--- src/rtl/nmi_ctrl_pkg.sv ---
package nmi_ctrl_pkg;

  typedef enum logic [1:0] {
    TRIG_LVL_LO    = 2'd0,
    TRIG_EDGE_FALL = 2'd1,
    TRIG_LVL_HI    = 2'd2,
    TRIG_EDGE_RISE = 2'd3
  } trig_e;

  localparam int OFF_CTRL = 'h00;
  localparam int OFF_PEND = 'h04;

  function automatic int enable_offset(input int variant);
    return (variant != 0) ? 'h34 : 'h08;
  endfunction

  function automatic logic trig_level(input trig_e t);
    return t[1];
  endfunction

  function automatic logic trig_is_edge(input trig_e t);
    return t[0];
  endfunction

  // Qualifying condition from current and previous synchronised sample
  function automatic logic trig_hit(input trig_e t, input logic cur, input logic prev);
    logic lvl;
    lvl = trig_level(t);
    if (trig_is_edge(t)) return (cur == lvl) && (prev != lvl);
    else                 return (cur == lvl);
  endfunction

endpackage

--- src/rtl/nmi_sync.sv ---
module nmi_sync #(
  parameter int   STAGES  = 2,
  parameter logic RST_VAL = 1'b1
) (
  input  logic clk,
  input  logic rst_n,
  input  logic d,
  output logic q
);
  localparam int LAST = STAGES - 1;

  logic [STAGES-1:0] chain_q;

  generate
    for (genvar i = 0; i < STAGES; i++) begin : g_stage
      always_ff @(posedge clk or negedge rst_n) begin
        if (!rst_n)      chain_q[i] <= RST_VAL;
        else if (i == 0) chain_q[i] <= d;
        else             chain_q[i] <= chain_q[(i == 0) ? 0 : i-1];
      end
    end
  endgenerate

  assign q = chain_q[LAST];
endmodule

--- src/rtl/nmi_detect.sv ---
module nmi_detect
  import nmi_ctrl_pkg::*;
(
  input  logic  clk,
  input  logic  rst_n,
  input  logic  sample,
  input  trig_e mode,
  output logic  evt
);
  logic prev_q;

  always_ff @(posedge clk or negedge rst_n) begin
    if (!rst_n) prev_q <= 1'b1;
    else        prev_q <= sample;
  end

  assign evt = trig_hit(mode, sample, prev_q);

  AST_EDGE_ONESHOT: assert property (@(posedge clk) disable iff (!rst_n)
    (evt && trig_is_edge(mode)) |=> !(evt && mode == $past(mode)));
endmodule

--- src/rtl/nmi_regs.sv ---
module nmi_regs
  import nmi_ctrl_pkg::*;
#(
  parameter int ADDR_W      = 8,
  parameter int MAP_VARIANT = 0
) (
  input  logic              clk,
  input  logic              rst_n,
  input  logic [ADDR_W-1:0] reg_addr,
  input  logic              reg_wr,
  input  logic [31:0]       reg_wdata,
  output logic [31:0]       reg_rdata,
  input  logic              evt,
  output trig_e             mode,
  output logic              irq_q
);
  localparam logic [ADDR_W-1:0] A_CTRL = ADDR_W'(OFF_CTRL);
  localparam logic [ADDR_W-1:0] A_PEND = ADDR_W'(OFF_PEND);
  localparam logic [ADDR_W-1:0] A_EN   = ADDR_W'(enable_offset(MAP_VARIANT));

  logic [31:0] ctrl_q;
  logic        pend_q, en_q;
  logic        hit_ctrl, hit_pend, hit_en, ack_wr;

  assign hit_ctrl = (reg_addr == A_CTRL);
  assign hit_pend = (reg_addr == A_PEND);
  assign hit_en   = (reg_addr == A_EN);
  assign ack_wr   = reg_wr && hit_pend && reg_wdata[0];

  always_ff @(posedge clk or negedge rst_n) begin
    if (!rst_n) begin
      ctrl_q <= '0;
      en_q   <= 1'b0;
    end else if (reg_wr) begin
      if (hit_ctrl) ctrl_q <= reg_wdata;
      if (hit_en)   en_q   <= reg_wdata[0];
    end
  end

  // set has priority over acknowledge
  always_ff @(posedge clk or negedge rst_n) begin
    if (!rst_n)      pend_q <= 1'b0;
    else if (evt)    pend_q <= 1'b1;
    else if (ack_wr) pend_q <= 1'b0;
  end

  always_ff @(posedge clk or negedge rst_n) begin
    if (!rst_n) irq_q <= 1'b0;
    else        irq_q <= pend_q & en_q;
  end

  always_comb begin
    reg_rdata = '0;
    if (hit_ctrl)      reg_rdata = ctrl_q;
    else if (hit_pend) reg_rdata = {31'd0, pend_q};
    else if (hit_en)   reg_rdata = {31'd0, en_q};
  end

  assign mode = trig_e'(ctrl_q[1:0]);

  AST_SET_WINS: assert property (@(posedge clk) disable iff (!rst_n)
    evt |=> pend_q);
  AST_ACK_CLEARS: assert property (@(posedge clk) disable iff (!rst_n)
    (ack_wr && !evt) |=> !pend_q);
  AST_MASK_HOLDS: assert property (@(posedge clk) disable iff (!rst_n)
    !en_q |=> !irq_q);
  AST_PEND_STABLE: assert property (@(posedge clk) disable iff (!rst_n)
    (!evt && !ack_wr) |=> $stable(pend_q));
endmodule

--- src/rtl/nmi_line_ctrl.sv ---
module nmi_line_ctrl
  import nmi_ctrl_pkg::*;
#(
  parameter int ADDR_W      = 8,
  parameter int MAP_VARIANT = 0,
  parameter int SYNC_STAGES = 2
) (
  input  logic              clk,
  input  logic              rst_n,
  input  logic              nmi_in,
  input  logic [ADDR_W-1:0] reg_addr,
  input  logic              reg_wr,
  input  logic [31:0]       reg_wdata,
  output logic [31:0]       reg_rdata,
  output logic              irq_out
);
  logic  sync_sample;
  logic  trig_evt;
  trig_e trig_mode;

  nmi_sync #(.STAGES(SYNC_STAGES), .RST_VAL(1'b1)) u_sync (
    .clk(clk), .rst_n(rst_n), .d(nmi_in), .q(sync_sample)
  );

  nmi_detect u_detect (
    .clk(clk), .rst_n(rst_n), .sample(sync_sample), .mode(trig_mode), .evt(trig_evt)
  );

  nmi_regs #(.ADDR_W(ADDR_W), .MAP_VARIANT(MAP_VARIANT)) u_regs (
    .clk(clk), .rst_n(rst_n), .reg_addr(reg_addr), .reg_wr(reg_wr),
    .reg_wdata(reg_wdata), .reg_rdata(reg_rdata), .evt(trig_evt),
    .mode(trig_mode), .irq_q(irq_out)
  );
endmodule

--- config.mk ---
export PLATFORM = sky130hd
export DESIGN_NAME = nmi_line_ctrl
export DESIGN_NICKNAME = d
export VERILOG_FILES = /design/src/rtl/nmi_ctrl_pkg.sv /design/src/rtl/nmi_sync.sv /design/src/rtl/nmi_detect.sv /design/src/rtl/nmi_regs.sv /design/src/rtl/nmi_line_ctrl.sv
export SDC_FILE = /design/constraint.sdc
export NUM_CORES = 1
export LEC_CHECK = 0
export ABC_AREA = 1
export BUFFER_PORTS_ARGS = -buffer_cell sky130_fd_sc_hd__buf_2
export CORE_ASPECT_RATIO = 1.1
export CORE_UTILIZATION = 40
export CTS_CLUSTER_DIAMETER = 40
export DETAILED_ROUTE_END_ITERATION = 10
export GPL_TIMING_DRIVEN = 0
export HOLD_SLACK_MARGIN = 0.1
export PLACE_DENSITY = 0.69
export SKIP_CTS_REPAIR_TIMING = 1
export SYNTH_ARGS = -nofsm -noshare
export SYNTH_HDL_FRONTEND = slang
export SYNTH_SLANG_ARGS = --single-unit
--- constraint.sdc ---
create_clock -name clk -period 1.3 [get_ports clk]
set_input_delay 0.26 -clock clk [delete_from_list [all_inputs] [get_ports clk]]
set_output_delay 0.26 -clock clk [all_outputs]
set_load 0.05 [all_outputs]
==> results.toml <==
[timing]
finalWorstSetupSlack_ps = -187.8
finalHoldViolCount = 0
rsz0062_at_grt = "yes"
maxSlewViolCount = 0
fmax_mhz = 672.1
fin_crit_sh = 1.144
slew_headroom = 0.4488
final.setup_skew_ps = 4.712
period_needed_ps = 1488
worst_pin_slew_ps = 826.8
setup_viol = 32

[power]
p_sw_mw = 0.5623
p_leak_nw = 1.557
vdd_drop_max_uv = 613.1
clkPwrFrac = 0.325
total_power_mw = 2.275
p_sw_frac = 0.2472
comb_power_share = 0.116
intPower_mw = 1.713
power.density_mw_per_mm2 = 730.3
pwr-share-seq = 0.559

[clocking]
clock_path_buffers = 2
cts_tree = "yes"
clockRootBuffer = "clkbuf_8"
clk_pin_slew_ps = 70
numCtsBuffers = 5
clk_latency_ps = 280
cts_sinks = 38
h-tree-depth = 2

[min_path]
hold_path.class = "in2async"

[yosys]
synth.avg_cell_area_sq_um = 7.804
yosys_warnings = 0
synthesis.nets = 297
synth_area_sq_mm = 0.001974
ys_seq_area_frac = 0.4835
synthCells = 253
synth_cell_types = 16
synth_seq_cells = 38

[grt]
grt_overflow = 0
grt_pass1_vias = 1594
antenna_found_initial = 0
grt_start_max_net_pins = 39
grt_pass1_wl_microns = 7051
track_usage = 0.1858

[critical_path]
startpoint = "reg_addr[6]"
regToRegSetupSlack_ps = 370
worstReg2RegStart = "u_sync.q"
crit_path_frequent_cell = "nor2_4"
cp_max_fo = 6
max_stage_delay_ps = 180
crit_slowest_cell = "nor2_8"
cp-start-kind = "input pin"
critPathCaptureType = "output port"
worstPathRequired_ps = 1040
path_class = "in2out"
crit_arrival_ps = 1230
path_cells = "buf_2, nor2_4, nand2_4, nor2_8, inv_8, clkbuf_16, nor2_4, buf_6"

[detailed_routing]
remaining_drc_errors = 0
vias = 1841
vias_per_cell = 4.614
routedWlPerCell_microns = 12.07
drt-total-wl_microns = 4814
drt-initial-drc-count = 91
drtPass1Iterations = 4
ant_nets = 0

[die]
die_h_microns = 75.69
start_util = 0.4215
die_w_microns = 68.99
die_area_sq_mm = 0.005221
rows = 26
io_pins = 77
core_sq_mm = 0.004684

[place]
io_buffer_count = 75
place_ws_ps = -356.4
hpwlAfterDp_microns = 3157
gp_congestion = 0.8130

[cells_and_area]
area_growth_pct = 57.79
finish.utilization = 0.6651
n_antenna_cell = 0
layout-drive-gt1-share = 0.4140
layout.nets = 387

[flow_run]
cap_violations = 0

[status]
outcome = "complete, but fails checks"
failed_checks = "setup timing"
-- path summary, 6_finish.rpt --
kind,end,depth (start not counted)
max in group asynchronous,u_regs.ctrl_q[7],1
setup / recovery,reg_rdata[9],8
setup reg to reg,u_regs.pend_q,5
hold / removal,u_regs.ctrl_q[27],1
min in group clk,u_regs.ctrl_q[15],3
hold reg to reg,u_sync.q,0
-- logic make-up (layout without fill, tap and decap cells) --
group,count (synthesis),in the layout,synth area share
AOI/OAI and AO/OA,1,1,0.002532
and+or+nand+nor,160,160,0.3821
DFF,38,38,0.4835
buffers and inverters,54,144,0.1318
-- synthesized netlist by cell type --
cell type / count / area, sq um
buf_2: 1 / 5.000
buf_4: 3 / 22.52
buf_6: 6 / 67.56
clkbuf_1: 3 / 11.26
dfrtp_1: 35 / 875.8
dfstp_2: 3 / 78.83
inv_1: 40 / 150.1
inv_2: 1 / 3.750
nand2_1: 78 / 292.8
nand2_2: 2 / 12.51
nand2_4: 1 / 11.26
nand3_1: 38 / 190.2
nor2_1: 9 / 33.78
nor2_2: 31 / 193.9
nor2_8: 1 / 20.02
o21ai_0: 1 / 5.000
-- power by group through the flow --
stage	clock, mW	sequential [mW]	combinational [mW]
floorplan	0	1.29	0.123
global placement	0	1.29	0.238
detailed placement	0	1.29	0.243
CTS	0.767	1.27	0.244
global route	0.817	1.28	0.300
finish	0.739	1.27	0.264
-- worst max-delay path, delay by kind of cell --
kind / cells / cell delay (ps)
simple gates: 4 / 450
buf+inv: 4 / 520
-- area by class of cell --
type | count | area (sq um)
fill | 395 | 1569
multi-input combinational | 161 | 962.2
sequential | 38 | 954.7
timing repair buffer | 83 | 758.2
inverter | 41 | 161.4
buffer | 13 | 132.6
clock buffer | 7 | 76.32
tap | 56 | 70.07
-- flip-flops by register name (all words and copies together), names as in the netlist --
name,cells
u_detect.prev_q,1
u_regs.pend_q,1
u_sync.q,1
u_sync.chain_q,1
u_regs.ctrl_q,32
u_regs.en_q,1
u_regs.irq_q,1
-- through the flow --
stage / hold slack, ps / instances / TNS, ps / cell area [sq um]
floorplan: -35.59 / 253 / -2528 / 2176
CTS: 64.07 / 391 / -10310 / 2698
finish: 66.99 / 399 / -5057 / 3115
detailed placement: 350.7 / 384 / -10250 / 2621
global route: 145.0 / 399 / -6704 / 3115
global placement: 347.6 / 384 / -10210 / 2621
-- layout by cell type (no fill, tap or decap), drive strengths merged --
cell and instances:
nand3 38, clkbuf 12, inv 41, nand2 81
o21ai 1, dfrtp 35, buf 90, dfstp 3
nor2 41, dlygate4sd3 1
-- per-layer routing --
layer,global-route usage,up-vias,part of all wire
li1,-,928,-
met1,0.2213,853,0.42
met2,0.3215,50,0.52
met3,0.05539,10,0.043
met4,0.05442,0,0.018
met5,0,-,0
(Power assumes the default switching activity.)
